==> src/rtl/linecodec_pkg.sv <==
`timescale 1ns/1ps
package linecodec_pkg;

    typedef enum logic [1:0] {CODE_AMI, CODE_B8ZS, CODE_HDB3} code_e;

    // Transmit delay-line symbol: what the slot becomes when it reaches the head
    typedef enum logic [1:0] {SYM_ZERO, SYM_MARK, SYM_VIOL, SYM_HEAD} sym_e;

    typedef enum logic {DEC_PASS, DEC_STRIP} dec_state_e;

    localparam int unsigned LONG_RUN  = 8;
    localparam int unsigned SHORT_RUN = 4;
    localparam int unsigned RUN_W     = $clog2(LONG_RUN + 1);

    function automatic code_e pick_code(input logic plain_sel, input logic [2:0] len_sel);
        if (plain_sel)
            return CODE_AMI;
        else if (len_sel == 3'b000)
            return CODE_HDB3;
        else
            return CODE_B8ZS;
    endfunction

    function automatic logic [RUN_W-1:0] run_of(input code_e c);
        unique case (c)
            CODE_B8ZS: return RUN_W'(LONG_RUN);
            CODE_HDB3: return RUN_W'(SHORT_RUN);
            default:   return '0;
        endcase
    endfunction

endpackage

==> src/rtl/lc_encoder.sv <==
`timescale 1ns/1ps
module lc_encoder
    import linecodec_pkg::*;
#(
    parameter int unsigned PIPE_LEN = 8
) (
    input  logic  clk,
    input  logic  rst_n,
    input  code_e code,
    input  logic  tx_bit,
    output logic  tx_pos,
    output logic  tx_neg
);
    localparam int unsigned HEAD = PIPE_LEN - 1;
    localparam int unsigned ZW   = 4;

    sym_e            pipe_q [PIPE_LEN];
    sym_e            pipe_d [PIPE_LEN];
    logic [ZW-1:0]   zrun_q, zrun_d;
    logic [RUN_W-1:0] run_len;
    logic            hit;
    logic            last_pos_q;   // polarity of last emitted pulse, 1 = positive
    logic            odd_q;        // odd count of alternating marks since last V

    assign run_len = run_of(code);
    assign hit     = !tx_bit && (code != CODE_AMI)
                     && (({1'b0, zrun_q} + 5'd1) >= {{(5-RUN_W){1'b0}}, run_len});

    always_comb begin
        pipe_d[0] = tx_bit ? SYM_MARK : SYM_ZERO;
        for (int i = 1; i < PIPE_LEN; i++)
            pipe_d[i] = pipe_q[i-1];
        if (tx_bit || hit)
            zrun_d = '0;
        else if (zrun_q != {ZW{1'b1}})
            zrun_d = zrun_q + 1'b1;
        else
            zrun_d = zrun_q;
        if (hit && code == CODE_B8ZS) begin
            pipe_d[7] = SYM_ZERO; pipe_d[6] = SYM_ZERO; pipe_d[5] = SYM_ZERO;
            pipe_d[4] = SYM_VIOL; pipe_d[3] = SYM_MARK; pipe_d[2] = SYM_ZERO;
            pipe_d[1] = SYM_VIOL; pipe_d[0] = SYM_MARK;
        end else if (hit && code == CODE_HDB3) begin
            pipe_d[3] = SYM_HEAD; pipe_d[2] = SYM_ZERO;
            pipe_d[1] = SYM_ZERO; pipe_d[0] = SYM_VIOL;
        end
    end

    always_ff @(posedge clk) begin
        if (!rst_n) begin
            for (int i = 0; i < PIPE_LEN; i++)
                pipe_q[i] <= SYM_ZERO;
            zrun_q <= '0;
        end else begin
            for (int i = 0; i < PIPE_LEN; i++)
                pipe_q[i] <= pipe_d[i];
            zrun_q <= zrun_d;
        end
    end

    always_ff @(posedge clk) begin
        if (!rst_n) begin
            tx_pos     <= 1'b0;
            tx_neg     <= 1'b0;
            last_pos_q <= 1'b0;
            odd_q      <= 1'b0;
        end else begin
            tx_pos <= 1'b0;
            tx_neg <= 1'b0;
            unique case (pipe_q[HEAD])
                SYM_ZERO: ;
                SYM_MARK: begin
                    tx_pos     <= !last_pos_q;
                    tx_neg     <= last_pos_q;
                    last_pos_q <= !last_pos_q;
                    odd_q      <= !odd_q;
                end
                SYM_VIOL: begin
                    tx_pos <= last_pos_q;
                    tx_neg <= !last_pos_q;
                    odd_q  <= 1'b0;
                end
                SYM_HEAD: begin
                    if (!odd_q) begin
                        tx_pos     <= !last_pos_q;
                        tx_neg     <= last_pos_q;
                        last_pos_q <= !last_pos_q;
                        odd_q      <= 1'b1;
                    end
                end
            endcase
        end
    end

    // a period carries at most one mark polarity
    p_rails_excl_r2: assert property (@(posedge clk) disable iff (!rst_n)
        !(tx_pos && tx_neg));

endmodule

==> src/rtl/lc_decoder.sv <==
`timescale 1ns/1ps
module lc_decoder
    import linecodec_pkg::*;
#(
    parameter int unsigned PIPE_LEN = 8
) (
    input  logic  clk,
    input  logic  rst_n,
    input  code_e code,
    input  logic  rx_pos,
    input  logic  rx_neg,
    output logic  rx_bit,
    output logic  rx_bpv
);
    localparam int unsigned H = PIPE_LEN - 1;

    logic [1:0]       pipe_q [PIPE_LEN];   // {pos, neg}
    logic [1:0]       head, vslot;
    logic             head_pulse;
    logic             b8_match, hd_match, match;
    logic             last_pos_q;
    dec_state_e       state_q, state_d;
    logic [RUN_W-1:0] strip_q, strip_d;

    assign head       = pipe_q[H];
    assign head_pulse = head != 2'b00;
    assign vslot      = pipe_q[H-3];

    always_comb begin
        b8_match = (code == CODE_B8ZS)
            && head == 2'b00 && pipe_q[H-1] == 2'b00 && pipe_q[H-2] == 2'b00
            && vslot != 2'b00 && vslot[1] == last_pos_q
            && pipe_q[H-4] == {vslot[0], vslot[1]}
            && pipe_q[H-5] == 2'b00
            && pipe_q[H-6] == pipe_q[H-4]
            && pipe_q[H-7] == vslot;
        hd_match = (code == CODE_HDB3)
            && pipe_q[H-1] == 2'b00 && pipe_q[H-2] == 2'b00 && vslot != 2'b00
            && ((head == 2'b00 && vslot[1] == last_pos_q)
                || (head_pulse && head[1] != last_pos_q && head == vslot));
        match = b8_match || hd_match;
    end

    always_ff @(posedge clk) begin
        if (!rst_n) begin
            for (int i = 0; i < PIPE_LEN; i++)
                pipe_q[i] <= 2'b00;
        end else begin
            pipe_q[0] <= {rx_pos & ~rx_neg, rx_neg & ~rx_pos};
            for (int i = 1; i < PIPE_LEN; i++)
                pipe_q[i] <= pipe_q[i-1];
        end
    end

    always_comb begin
        state_d = state_q;
        strip_d = strip_q;
        unique case (state_q)
            DEC_PASS: begin
                if (match) begin
                    state_d = DEC_STRIP;
                    strip_d = run_of(code) - 1'b1;
                end
            end
            DEC_STRIP: begin
                strip_d = strip_q - 1'b1;
                if (strip_q == RUN_W'(1))
                    state_d = DEC_PASS;
            end
        endcase
    end

    always_ff @(posedge clk) begin
        if (!rst_n) begin
            state_q <= DEC_PASS;
            strip_q <= '0;
        end else begin
            state_q <= state_d;
            strip_q <= strip_d;
        end
    end

    always_ff @(posedge clk) begin
        if (!rst_n) begin
            rx_bit     <= 1'b0;
            rx_bpv     <= 1'b0;
            last_pos_q <= 1'b0;
        end else begin
            if (head_pulse)
                last_pos_q <= head[1];
            unique case (state_q)
                DEC_PASS: begin
                    rx_bit <= head_pulse && !match;
                    rx_bpv <= head_pulse && !match && (head[1] == last_pos_q);
                end
                DEC_STRIP: begin
                    rx_bit <= 1'b0;
                    rx_bpv <= 1'b0;
                end
            endcase
        end
    end

    // a strobe always rides on a decoded mark
    p_bpv_has_data_r8: assert property (@(posedge clk) disable iff (!rst_n)
        rx_bpv |-> rx_bit);

    // while a pattern drains, output stays zero with no strobe
    p_strip_quiet_r7: assert property (@(posedge clk) disable iff (!rst_n)
        (state_q == DEC_STRIP) |=> (!rx_bit && !rx_bpv));

    // the drain counter is live throughout STRIP
    p_strip_cnt_live_r7: assert property (@(posedge clk) disable iff (!rst_n)
        (state_q == DEC_STRIP) |-> (strip_q != '0));

endmodule

==> src/rtl/linecodec_top.sv <==
`timescale 1ns/1ps
module linecodec_top
    import linecodec_pkg::*;
#(
    parameter int unsigned PIPE_LEN = 8
) (
    input  logic       clk,
    input  logic       rst_n,
    input  logic       tx_plain_sel,
    input  logic       rx_plain_sel,
    input  logic [2:0] line_len,
    input  logic       tx_bit,
    output logic       tx_pos,
    output logic       tx_neg,
    input  logic       rx_pos,
    input  logic       rx_neg,
    output logic       rx_bit,
    output logic       rx_bpv
);
    code_e tx_code, rx_code;

    assign tx_code = pick_code(tx_plain_sel, line_len);
    assign rx_code = pick_code(rx_plain_sel, line_len);

    lc_encoder #(.PIPE_LEN(PIPE_LEN)) u_enc (
        .clk    (clk),
        .rst_n  (rst_n),
        .code   (tx_code),
        .tx_bit (tx_bit),
        .tx_pos (tx_pos),
        .tx_neg (tx_neg)
    );

    lc_decoder #(.PIPE_LEN(PIPE_LEN)) u_dec (
        .clk    (clk),
        .rst_n  (rst_n),
        .code   (rx_code),
        .rx_pos (rx_pos),
        .rx_neg (rx_neg),
        .rx_bit (rx_bit),
        .rx_bpv (rx_bpv)
    );

endmodule

==> config.mk <==
export PLATFORM = sky130hd
export DESIGN_NAME = linecodec_top
export DESIGN_NICKNAME = d
export VERILOG_FILES = /design/src/rtl/linecodec_pkg.sv /design/src/rtl/lc_encoder.sv /design/src/rtl/lc_decoder.sv /design/src/rtl/linecodec_top.sv
export SDC_FILE = /design/constraint.sdc
export NUM_CORES = 1
export LEC_CHECK = 0
export ABC_AREA = 1
export BUFFER_PORTS_ARGS = -buffer_cell sky130_fd_sc_hd__buf_2
export CORE_MARGIN = 5
export CORE_UTILIZATION = 40
export CTS_CLUSTER_DIAMETER = 150
export DETAILED_ROUTE_END_ITERATION = 10
export PLACE_DENSITY_LB_ADDON = 0.12
export SLEW_MARGIN = 40
export SYNTH_ARGS = -nofsm -noshare
export SYNTH_HDL_FRONTEND = slang
export SYNTH_SLANG_ARGS = --single-unit
==> constraint.sdc <==
create_clock -name clk -period 3.65 [get_ports clk]
set_input_delay 0.1825 -clock clk [delete_from_list [all_inputs] [get_ports clk]]
set_output_delay 0.1825 -clock clk [all_outputs]
set_load 0.1 [all_outputs]
==> impl_results.md <==
- CP max stage delay: 350 ps
- Num Clock Sinks: 48
- Critical Path AT: 2110 ps
- Area of the multi-input gates: 788 um^2
- Cells after DPL: 320
- GP Congestion: 0.778
- Max-Cap Viols: 0
- PortBufs: 13
- Crit path required time: 3890 ps
- Share of layout cells above drive strength 1: 18.8%
- Synth cell types: 25
- Hold Buf Count CTS: 0
- Clock Skew: 7.72 ps
- DR vias: 1422
- Pre-antenna DRT Iters: 4
- Row Count: 25
- Worst setup SP type: flip-flop
- Leakage power: 1.04 nW
- Synth Instances: 244
- First-pass GRT wire length: 5.93 mm
- Slew margin rel.: 62.6%
- Die X: 79.9 um
- Slew Viols, Final: 0
- Fin crit period: 1880 ps
- Synthesized flop and latch total: 48
- Vias in the first global route: 1383
- CP max FO: 8
- Initial drt markers: 52
- Num CTS Buffers: 5
- Post-route non-filler standard cell count: 328
- Final ANT Viol Nets: 0
- Syn Nets: 260
- Tot GR Track Use: 11.7%
- Post-layout nets: 276
- Worst path cell trace: ha_1 > xnor2_1 > ha_1 > nand2_1 > nand2_1 > a21o_1 > nand3_2 > inv_2 > nand2_4 > nand2_4 > nor2_2
- Syn avg cell area: 8.02 um^2
- WL/cell: 9.35 um
- Slowest-stage cell, CP: dfxtp_1
- CTS tree: done
- Setup_tns: 0 ps
- Final period utilization: 51.5%
- Worst-skew pair later-pin latency: 300 ps
- GR Overflow Total: 0
- Most common cell after layout, fill and taps aside: dfxtp_1
- Initial core utilization: 41.4%
- Final setup viols: 0
- Area growth, synth to finish: 11.4%
- Initial antenna violation count: 0
- Most frequent cells in the layout: dfxtp_1 (48), nand2_1 (46), inv_1 (43)
- Total power draw: 915 uW
- Die H: 79.9 um
- Via density: 4.34
- CP Class: reg -> reg
- CP Capture Type: flip-flop
- Diode count: 0
- DRC: 0
- Hpwl dp: 2.19 mm
- Synth warn: 0
- Power Density: 420 mW/mm^2
- Seq/Total Area, Yosys: 49.1%
- Core area: 0.00472 mm^2
- I/O pin total: 14
- Largest net degree at the start of global routing: 30
- Worst slew pin tran: 561 ps
- Clock Path Buffers: 2
- Post-Syn Area: 0.00196 mm^2
- Outcome: complete, no violations
- Sequential Area: 961 um^2
- Fillers: 470
- Die area: 0.00639 mm^2
- CTS clk-pin slew, worst paths: 90 ps
- Post-cts resize count: 0
- Final hold vios: 0
- RSZ-0062 raised after global routing: false
- WL final: 3.07 mm
- Post-CTS Setup Inserts: 0
- H-Tree Depth: 2
- Class of the tightest hold or removal check: in -> reg
- FMAX: 532 MHz
- Max VDD drop: 0.161 mV
- CTS Root Cell: clkbuf_8
[flip-flops by register name, summed over array words and instances, names as in the netlist]
name              cells
u_enc.last_pos_q      1
u_dec.rx_bit          1
u_dec.strip_q         4
u_enc.tx_pos          1
u_enc.odd_q           1
u_enc.pipe_q         16
u_dec.state_q         1
u_dec.pipe_q         16
u_enc.zrun_q          4
u_dec.last_pos_q      1
u_enc.tx_neg          1
u_dec.rx_bpv          1
[cell type report]
| type | count | share of cell area [%] |
|---|---|---|
| Clock inverter | 2 | 0.689 |
| Timing Repair Buffer | 13 | 2.99 |
| Tap cell | 67 | 3.85 |
| Sequential cell | 48 | 44.1 |
| Clock buffer | 6 | 3.79 |
| Inverter | 49 | 8.44 |
| Multi-Input combinational cell | 143 | 36.2 |
[Yosys cell counts, drive strengths merged]
master / count / area share (%)
o21bai: 1 / 0.96
xnor2: 3 / 1.3
nor2: 31 / 7.1
clkbuf: 2 / 0.38
nand4: 5 / 1.6
a21o: 1 / 0.38
a21oi: 13 / 3.5
ha: 6 / 3.8
nand2: 52 / 12
o21ai: 9 / 2.3
dfxtp: 48 / 49
nand3: 13 / 4.3
nor3: 6 / 1.8
xor2: 3 / 1.3
inv: 49 / 9.4
buf: 2 / 0.83
[logic make-up (layout without fill, tap and decap cells)]
logic type | after synthesis | after routing | synth area share (%)
buffers and inverters | 53 | 70 | 10.6
and+or+nand+nor | 107 | 107 | 26.6
adders and majority gates | 6 | 6 | 3.84
AOI/OAI and AO/OA | 24 | 24 | 7.16
DFF | 48 | 48 | 49.1
xor gates and xnor gates | 6 | 6 | 2.69
[metal layers]
metal  part of all wire [%]  up-vias  routed length, um  GRT usage [%]
met1                     52      639               1610           14.6
li1                       -      773                  -              -
met3                    2.3        2                 72           3.84
met2                     44        8               1350           18.3
met5                      0        -                  0              0
met4                    1.2        0                 36           4.90
[report_power, final]
group          switching [mW]  total, mW  internal, mW
clock                   0.176      0.329         0.153
sequential            0.00454      0.537         0.532
combinational          0.0320     0.0495        0.0175
[stage by stage]
| stage | cell area (um^2) | utilization [%] | setup slack, ps | hold WS [ps] |
|---|---|---|---|---|
| detailed placement | 2080 | 44.1 | 1810 | 358 |
| floorplan | 1960 | - | 1960 | 254 |
| global route | 2180 | 46.1 | 1670 | 26.7 |
| finish | 2180 | 46.1 | 1770 | 42.8 |
| CTS | 2180 | 46.1 | 1780 | 35.3 |
| global placement | 2080 | 44.1 | 1850 | 357 |
[worst max-delay path, delay by kind of cell (launching register included)]
kind / cells / cell delay (ps)
xor+xnor: 1 / 220
flops: 1 / 350
fa+ha+maj: 2 / 520
buf+inv: 1 / 70
simple gates: 6 / 470
compound gates: 1 / 180
[final timing paths]
| path | startpoint | endpoint | slack [ps] | depth (start not counted) |
|---|---|---|---|---|
| setup / recovery | u_enc.zrun_q[0] | u_enc.pipe_q[1][5] | 1770 | 11 |
| setup reg to reg | u_enc.zrun_q[0] | u_enc.pipe_q[1][5] | 1770 | 11 |
| hold / removal | rx_pos | u_dec.pipe_q[0][0] | 40 | 2 |
| hold reg to reg | u_enc.pipe_q[0][2] | u_enc.pipe_q[0][4] | 410 | 2 |
Note: power is estimated with default switching activity, not from simulation.
